--- src/rtl/fsw_pkg.sv ---
package fsw_pkg;
  localparam int WORD_W  = 14;
  localparam int LATCH_N = 32;
  localparam int IDX_W   = $clog2(LATCH_N);
  localparam int ADDR_W  = 14;
  localparam int ROWA_W  = ADDR_W - IDX_W;

  localparam logic [2:0] SEL_CTRL = 3'd0;
  localparam logic [2:0] SEL_KEY  = 3'd1;
  localparam logic [2:0] SEL_ALO  = 3'd2;
  localparam logic [2:0] SEL_AHI  = 3'd3;
  localparam logic [2:0] SEL_DLO  = 3'd4;
  localparam logic [2:0] SEL_DHI  = 3'd5;

  localparam int CB_START = 0;
  localparam int CB_WREN  = 1;
  localparam int CB_ERR   = 2;
  localparam int CB_ERASE = 3;
  localparam int CB_LONLY = 4;
  localparam int CB_CFG   = 5;
  localparam int CB_MEM   = 6;

  typedef enum logic [1:0] {SQ_IDLE, SQ_SETUP, SQ_BUSY} seq_state_e;
  typedef enum logic [1:0] {K_NONE, K_FIRST, K_ARMED} key_state_e;
endpackage

--- src/rtl/fsw_key_unlock.sv ---
module fsw_key_unlock #(
  parameter logic [7:0] KEY_A = 8'h55,
  parameter logic [7:0] KEY_B = 8'hAA
) (
  input  logic       clk,
  input  logic       rst_n,
  input  logic       key_wr,
  input  logic [7:0] key_byte,
  input  logic       consume,
  output logic       armed
);
  import fsw_pkg::*;

  key_state_e st_q, st_n;

  always_comb begin
    st_n = st_q;
    if (consume) begin
      st_n = K_NONE;
    end else if (key_wr) begin
      if (key_byte == KEY_A)                       st_n = K_FIRST;
      else if (key_byte == KEY_B && st_q == K_FIRST) st_n = K_ARMED;
      else                                         st_n = K_NONE;
    end
  end

  always_ff @(posedge clk or negedge rst_n) begin
    if (!rst_n) st_q <= K_NONE;
    else        st_q <= st_n;
  end

  assign armed = (st_q == K_ARMED);
endmodule

--- src/rtl/fsw_latch_buf.sv ---
module fsw_latch_buf #(
  parameter int WORDS = 32,
  parameter int W     = 14,
  localparam int IW   = $clog2(WORDS)
) (
  input  logic               clk,
  input  logic               rst_n,
  input  logic               wr_en,
  input  logic [IW-1:0]      wr_idx,
  input  logic [W-1:0]       wr_data,
  input  logic               clr,
  output logic [WORDS*W-1:0] words
);
  for (genvar i = 0; i < WORDS; i++) begin : g_latch
    logic [W-1:0] lat_q;
    logic         hit;
    assign hit = wr_en && (wr_idx == IW'(i));
    always_ff @(posedge clk or negedge rst_n) begin
      if (!rst_n)   lat_q <= '1;
      else if (clr) lat_q <= '1;
      else if (hit) lat_q <= wr_data;
    end
    assign words[i*W +: W] = lat_q;
  end
endmodule

--- src/rtl/fsw_array_model.sv ---
module fsw_array_model #(
  parameter int ROWS     = 4,
  parameter int WORDS    = 32,
  parameter int W        = 14,
  parameter int RA_W     = 9,
  parameter int BUSY_CYC = 20,
  localparam int IW      = $clog2(WORDS),
  localparam int CNT_W   = $clog2(BUSY_CYC + 1)
) (
  input  logic               clk,
  input  logic               rst_n,
  input  logic               start,
  input  logic               erase,
  input  logic [RA_W-1:0]    row_sel,
  input  logic [WORDS*W-1:0] row_data,
  input  logic [RA_W-1:0]    rd_row,
  input  logic [IW-1:0]      rd_idx,
  output logic               busy,
  output logic               done,
  output logic [W-1:0]       rd_data
);
  logic [CNT_W-1:0] cnt_q, cnt_n;
  logic             erase_q;
  logic [RA_W-1:0]  row_q;
  logic [W-1:0]     mem [ROWS][WORDS];

  assign busy = (cnt_q != '0);
  assign done = (cnt_q == CNT_W'(1));

  always_comb begin
    cnt_n = cnt_q;
    if (start)     cnt_n = CNT_W'(BUSY_CYC);
    else if (busy) cnt_n = cnt_q - CNT_W'(1);
  end

  always_ff @(posedge clk or negedge rst_n) begin
    if (!rst_n) begin
      cnt_q   <= '0;
      erase_q <= 1'b0;
      row_q   <= '0;
    end else begin
      cnt_q <= cnt_n;
      if (start) begin
        erase_q <= erase;
        row_q   <= row_sel;
      end
    end
  end

  always_ff @(posedge clk or negedge rst_n) begin
    if (!rst_n) begin
      for (int r = 0; r < ROWS; r++)
        for (int w = 0; w < WORDS; w++)
          mem[r][w] <= '1;
    end else if (done) begin
      for (int r = 0; r < ROWS; r++)
        if (row_q == RA_W'(r))
          for (int w = 0; w < WORDS; w++)
            mem[r][w] <= erase_q ? '1 : row_data[w*W +: W];
    end
  end

  always_comb begin
    rd_data = '1;
    for (int r = 0; r < ROWS; r++)
      if (rd_row == RA_W'(r)) rd_data = mem[r][rd_idx];
  end
endmodule

--- src/rtl/flash_selfwrite_ctrl.sv ---
module flash_selfwrite_ctrl #(
  parameter int ROWS      = 4,
  parameter int BUSY_CYC  = 20,
  parameter int SETUP_CYC = 2
) (
  input  logic        clk,
  input  logic        rst_n,
  input  logic        reg_wr_en,
  input  logic [2:0]  reg_sel,
  input  logic [7:0]  reg_wdata,
  output logic [7:0]  ctrl_rdata,
  output logic        core_squash,
  output logic        core_stall,
  input  logic [13:0] rd_addr,
  output logic [13:0] rd_data
);
  import fsw_pkg::*;

  localparam int SC_W = $clog2(SETUP_CYC) + 1;

  seq_state_e    st_q, st_n;
  logic [SC_W-1:0] scnt_q, scnt_n;
  logic [7:0]    alo_q, dlo_q;
  logic [5:0]    ahi_q, dhi_q;
  logic          start_q, wren_q, err_q, erase_q, lonly_q, cfg_q, mem_q;
  logic          start_n, err_n;

  logic          idle, wr_ok, ctrl_wr, start_req, cfg_bad, accept, reject;
  logic          key_armed, setup_last, latch_wr, latch_clr, arr_start;
  logic          arr_busy, arr_done, finish;
  logic [ADDR_W-1:0] addr_full;
  logic [WORD_W-1:0] word_in;
  logic [LATCH_N*WORD_W-1:0] latch_words;

  assign idle      = (st_q == SQ_IDLE);
  assign wr_ok     = reg_wr_en && idle;
  assign ctrl_wr   = wr_ok && (reg_sel == SEL_CTRL);
  assign start_req = ctrl_wr && reg_wdata[CB_START];
  assign cfg_bad   = !reg_wdata[CB_WREN] || reg_wdata[CB_CFG] || !reg_wdata[CB_MEM];
  assign reject    = start_req && cfg_bad;
  assign accept    = start_req && !cfg_bad && key_armed;

  assign addr_full = {ahi_q, alo_q};
  assign word_in   = {dhi_q, dlo_q};

  assign setup_last = (st_q == SQ_SETUP) && (scnt_q == SC_W'(SETUP_CYC - 1));
  assign latch_wr   = setup_last && !erase_q;
  assign arr_start  = setup_last && (erase_q || !lonly_q);
  assign latch_clr  = (st_q == SQ_BUSY) && arr_done && !erase_q;
  assign finish     = (setup_last && !erase_q && lonly_q) ||
                      ((st_q == SQ_BUSY) && arr_done);

  fsw_key_unlock u_key (
    .clk      (clk),
    .rst_n    (rst_n),
    .key_wr   (wr_ok && (reg_sel == SEL_KEY)),
    .key_byte (reg_wdata),
    .consume  (start_req),
    .armed    (key_armed)
  );

  fsw_latch_buf #(.WORDS(LATCH_N), .W(WORD_W)) u_latch (
    .clk     (clk),
    .rst_n   (rst_n),
    .wr_en   (latch_wr),
    .wr_idx  (addr_full[IDX_W-1:0]),
    .wr_data (word_in),
    .clr     (latch_clr),
    .words   (latch_words)
  );

  fsw_array_model #(
    .ROWS(ROWS), .WORDS(LATCH_N), .W(WORD_W), .RA_W(ROWA_W), .BUSY_CYC(BUSY_CYC)
  ) u_array (
    .clk      (clk),
    .rst_n    (rst_n),
    .start    (arr_start),
    .erase    (erase_q),
    .row_sel  (addr_full[ADDR_W-1:IDX_W]),
    .row_data (latch_words),
    .rd_row   (rd_addr[ADDR_W-1:IDX_W]),
    .rd_idx   (rd_addr[IDX_W-1:0]),
    .busy     (arr_busy),
    .done     (arr_done),
    .rd_data  (rd_data)
  );

  always_comb begin
    st_n    = st_q;
    scnt_n  = scnt_q;
    start_n = start_q;
    err_n   = err_q;
    case (st_q)
      SQ_IDLE: begin
        scnt_n = '0;
        if (accept) st_n = SQ_SETUP;
      end
      SQ_SETUP: begin
        scnt_n = scnt_q + SC_W'(1);
        if (setup_last) st_n = arr_start ? SQ_BUSY : SQ_IDLE;
      end
      SQ_BUSY: begin
        if (arr_done || !arr_busy) st_n = SQ_IDLE;
      end
      default: st_n = SQ_IDLE;
    endcase
    if (ctrl_wr) begin
      start_n = accept;
      err_n   = reject || reg_wdata[CB_ERR];
    end
    if (finish) start_n = 1'b0;
  end

  always_ff @(posedge clk or negedge rst_n) begin
    if (!rst_n) begin
      st_q    <= SQ_IDLE;
      scnt_q  <= '0;
      start_q <= 1'b0;
      err_q   <= 1'b0;
    end else begin
      st_q    <= st_n;
      scnt_q  <= scnt_n;
      start_q <= start_n;
      err_q   <= err_n;
    end
  end

  always_ff @(posedge clk or negedge rst_n) begin
    if (!rst_n) begin
      wren_q  <= 1'b0;
      erase_q <= 1'b0;
      lonly_q <= 1'b0;
      cfg_q   <= 1'b0;
      mem_q   <= 1'b0;
    end else if (ctrl_wr) begin
      wren_q  <= reg_wdata[CB_WREN];
      erase_q <= reg_wdata[CB_ERASE];
      lonly_q <= reg_wdata[CB_LONLY];
      cfg_q   <= reg_wdata[CB_CFG];
      mem_q   <= reg_wdata[CB_MEM];
    end
  end

  always_ff @(posedge clk or negedge rst_n) begin
    if (!rst_n) begin
      alo_q <= '0;
      ahi_q <= '0;
      dlo_q <= '0;
      dhi_q <= '0;
    end else if (wr_ok) begin
      if (reg_sel == SEL_ALO) alo_q <= reg_wdata;
      if (reg_sel == SEL_AHI) ahi_q <= reg_wdata[5:0];
      if (reg_sel == SEL_DLO) dlo_q <= reg_wdata;
      if (reg_sel == SEL_DHI) dhi_q <= reg_wdata[5:0];
    end
  end

  assign ctrl_rdata  = {1'b0, mem_q, cfg_q, lonly_q, erase_q, err_q, wren_q, start_q};
  assign core_squash = (st_q == SQ_SETUP);
  assign core_stall  = (st_q == SQ_BUSY);
endmodule

--- config.mk ---
export PLATFORM = sky130hd
export DESIGN_NAME = flash_selfwrite_ctrl
export DESIGN_NICKNAME = d
export VERILOG_FILES = /design/src/rtl/fsw_pkg.sv /design/src/rtl/fsw_key_unlock.sv /design/src/rtl/fsw_latch_buf.sv /design/src/rtl/fsw_array_model.sv /design/src/rtl/flash_selfwrite_ctrl.sv
export SDC_FILE = /design/constraint.sdc
export NUM_CORES = 2
export LEC_CHECK = 0
export ABC_AREA = 0
export BUFFER_PORTS_ARGS = -buffer_cell sky130_fd_sc_hd__buf_2
export CORE_MARGIN = 2
export CORE_UTILIZATION = 45
export DETAILED_ROUTE_END_ITERATION = 12
export SETUP_SLACK_MARGIN = 0.5
export SLEW_MARGIN = 20
export SYNTH_ARGS = -nofsm -noshare
export SYNTH_HDL_FRONTEND = slang
export SYNTH_SLANG_ARGS = --single-unit
--- constraint.sdc ---
create_clock -name clk -period 6.55 [get_ports clk]
set_clock_uncertainty 0.2 [all_clocks]
set_input_delay 0.3275 -clock clk [delete_from_list [all_inputs] [get_ports clk]]
set_output_delay 0.3275 -clock clk [all_outputs]
set_load 0.01 [all_outputs]
==> metrics.md <==
| Metric | Value |
|---|---|
| Status | complete, no violations |
| # fillers | 20040 |
| Setup tns final | 0 ns |
| Most common cell in the netlist | dfstp_2 |
| Met2 GRT Util | between 40% and 50% |
| Hold_buf cts | 19 |
| CP top delay family | buffers and inverters |
| Post-synth top cells | dfstp_2 (2240), nor2_1 (1873), a21oi_1 (1418), nand2_1 (934), o21ai_1 (451) |
| Rows | approximately 170 |
| Max-Slew Margin vs Limit | between 15 and 20% |
| CTS Sinks | 2296 |
| Mapped Area | ~100000 um^2 |
| Number of buffers created by CTS | 229 |
| Clk slew on worst S/H paths | roughly 0.06 ns |
| Fin crit share | between 70% and 80% |
| Mean Syn Cell Area | 10.96 um^2 |
| Hold Crit Class | primary input to register |
| Hold Vio Cnt, Final | 0 |
| Initial antenna violation count | 10 |
| Hold Path Cell Cnt | 5 |
| Register area | roughly 60000 um^2 |
| Most Crowded Layer GR | met2 |
| Ys flop type | dfstp_2 |
| Post-cts resize count | 0 |
| Die area | between 200000 and 250000 um^2 |
| Syn_nets | approximately 9300 |
| Biggest area consumer among synthesized cells | dfstp_2 |
| Fmax | between 0.2 and 0.25 GHz |
| CP max FO | roughly 80 |
| Average vias per placed instance | about 5.8 |
| CTS tree | built |
| Final min period | approximately 4.7 ns |
| Worst Max-Slew Pin Slew | roughly 1.2 ns |
| RSZ-0062 raised after global routing | no |
| Yosys reg bits | about 2300 |
| Area contributors post-synth | dfstp_2 (58%), mux4_2 (9.6%), a21oi_1 (7.0%), nor2_1 (6.9%), nand2_1 (3.4%) |
| Root buf cell | clkbuf_16 |
| Hold path startpoint | reg_wr_en |
| WS Path Type | primary input to output port |
| Io pins | between 50 and 60 |
| Post-synthesis cell count | slightly above 9000 |
| GR Util met1 | 37.55% |
| Sequential share of the synthesized area | approximately 60% |
| Layout cells sized above 1 | 37.08% |
| R2R depth | 9 |
| Reg2reg end | u_array.mem[766]$_DFFE_PN1P_ |
| CORE AREA | about 230000 um^2 |
| Fraction of registers with async set/reset | 100.0% |
| First-pass GRT wire length | 461000 um |
| LEAKAGE | between 40 and 50 nW |
| Wirelength per Cell | 25.01 um |
| Reg2Reg Setup Slack | 2.78 ns |
| Pin count of the biggest net entering global routing | 239 |
| Maxcap violations | 0 |
| Synth-to-Final Area Change | 10.32% |
| RR Startpoint | u_array.cnt_q[1]$_DFFE_PN0P_ |
| Chip height | between 400 and 500 um |
| Max Buffers Root-to-Sink | 3 |
| Pwr per Cell Area | between 400 and 500 nW/um^2 |
| Vias in the first global route | between 70000 and 80000 |
| Die X | just under 500 um |
| HPWL after detailed placement | ~180000 um |
| Hold worst-path end | ahi_q[1]$_DFFE_PN0P_ |
| Crit path cell chain | buf_8 > buf_12 > buf_4 > mux4_2 > a22oi_1 > nand2_1 > o32ai_1 > o21ai_1 > buf_2 |
| Worst path bufs/invs | 4 |
| Crit start category | primary input |
| Cell count after placement | around 12000 |
| Global-route usage over all layers | 26.45% |
| Drt pass-1 iters | 6 |
| Via count | a little over 70000 |
| Yosys top cell area share | 57.68% |
| Worst path slowest cell | a22oi_1 |
| DR DRC count | 0 |
| Post-synth EDFFs | 0 |
| Post-Layout Cell Count | 12170 |
| Initial core utilization | between 40% and 50% |
| Critical Path Sink Type | output port |
| Initial DRC count | a little under 7000 |
| Ys Warns | 0 |
| Setup Fix Bufs, Post-CTS | 0 |
| Skew-Pair Late Insertion Delay | roughly 0.89 ns |
| H-tree depth | 4 |
| Peak VDD IR | 0.0002761 V |
| Met3 usage | between 5 and 6% |
| Netlist cell types | 52 |
| Total grt overflow | 0 |
| Worst EP arrival | ~4.1 ns |
| Final nets | between 9000 and 10000 |
| Final WL | between 300000 and 400000 um |
| Antenna Violating Nets Remaining | 0 |
| PortBufs | 50 |
| Max-slew violations | 0 |
| Crit-path max cell delay | between 0.6 and 0.7 ns |
| Placer Congestion | about 0.84 |
| Area used by multi-input combinational logic | 38000 um^2 |
| Worst Path Required | between 6 and 7 ns |
| Final setup violation count | 0 |
sequential cells by signal, indices dropped and copies added, names as in the netlist, 2 cells and up:
| register | cells |
|---|---|
| u_latch.g_latch.lat_q | 448 |
| alo_q | 8 |
| dlo_q | 8 |
| u_array.row_q | 9 |
| ahi_q | 6 |
| u_key.st_q | 2 |
| st_q | 2 |
| u_array.cnt_q | 5 |
| u_array.mem | 1792 |
| dhi_q | 6 |
| scnt_q | 2 |
through the flow:
stage	power (mW)	hold WS (ns)	setup WS [ns]	util [%]	instance area (um^2)
6_report	47.68	0.08757	1.888	50.00	112600
5_1_grt	50.08	0.1086	1.776	50.00	112600
4_1_cts	47.84	0.03652	1.926	50.00	112600
3_5_place_dp	33.60	0.2544	1.920	46.31	104300
3_3_place_gp	33.08	0.2489	1.921	46.30	104200
2_1_floorplan	30.63	-0.1681	3.755	-	102000
how the worst max path moves through the flow:
stage	startpoint	endpoint	slack (ns)	depth (start not counted)
2_1_floorplan	rd_addr[2]	rd_data[11]	3.75	9
3_3_place_gp	rd_addr[2]	rd_data[3]	1.92	9
3_5_place_dp	rd_addr[2]	rd_data[3]	1.92	9
4_1_cts	rd_addr[2]	rd_data[3]	1.93	9
5_1_grt	rd_addr[2]	rd_data[3]	1.78	9
6_report	rd_addr[2]	rd_data[3]	1.89	9
cells by family (layout without fill, tap and decap cells):
logic type | count (synthesis) | after routing | share of synthesized area, %
mux | 809 | 809 | 13.34
xor+xnor | 2 | 2 | 0.01717
buf+inv | 839 | 700 | 3.961
fa+ha+maj | 3 | 3 | 0.03679
flops | 2296 | 2296 | 59.06
simple gates | 3210 | 3210 | 12.47
other cells | 1 | 5 | 0.003675
compound gates | 2152 | 2152 | 11.11
power breakdown:
group | switching [mW] | internal [mW]
combinational | 4.89 | 3.99
clock | 5.81 | 8.31
sequential | 2.71 | 22.0
metal layers:
metal | vias to the layer above | routed length (um)
met2 | 2374 | 140100
met3 | 465 | 22130
met5 | - | 63
met4 | 10 | 10040
li1 | 31490 | -
met1 | 36520 | 132000
cell usage in the layout (no fill, tap or decap), drive strengths merged, types with 19 or more instances in the layout:
cell         synthesis  layout
mux4               434     434
nor2              1874    1874
nand2              934     934
mux2                67      67
o32ai               25      25
dfrtp               56      56
bufinv               0      31
nand3              317     317
a22oi              168     168
dfstp             2240    2240
dlygate4sd3          0      19
inv                 37      46
buf                478     214
clkbuf             324     319
mux2i              308     308
o22ai               29      29
o21ai              505     505
clkinv               0      60
a21oi             1418    1418
worst reg2reg max path, stage by stage, from the launching register on:
cell      delay (ns)
dfrtp_1         0.38
inv_1           0.11
ha_1            0.16
nor4b_2         0.38
nand4b_1        0.33
nor3_2          0.29
buf_4           0.73
buf_12          0.48
nor2_1          0.44
a21oi_1         0.18
area by class of cell:
type / count / share of cell area [%]
sequential: 2296 / 53.54
antenna: 4 / 0.008892
inverter: 37 / 0.1234
clock buffer: 319 / 5.922
clock inverter: 111 / 1.286
tap: 2992 / 3.326
multi-input combinational: 6177 / 33.76
timing repair buffer: 233 / 2.034
No activity file was read; power rests on OpenSTA's default activity.
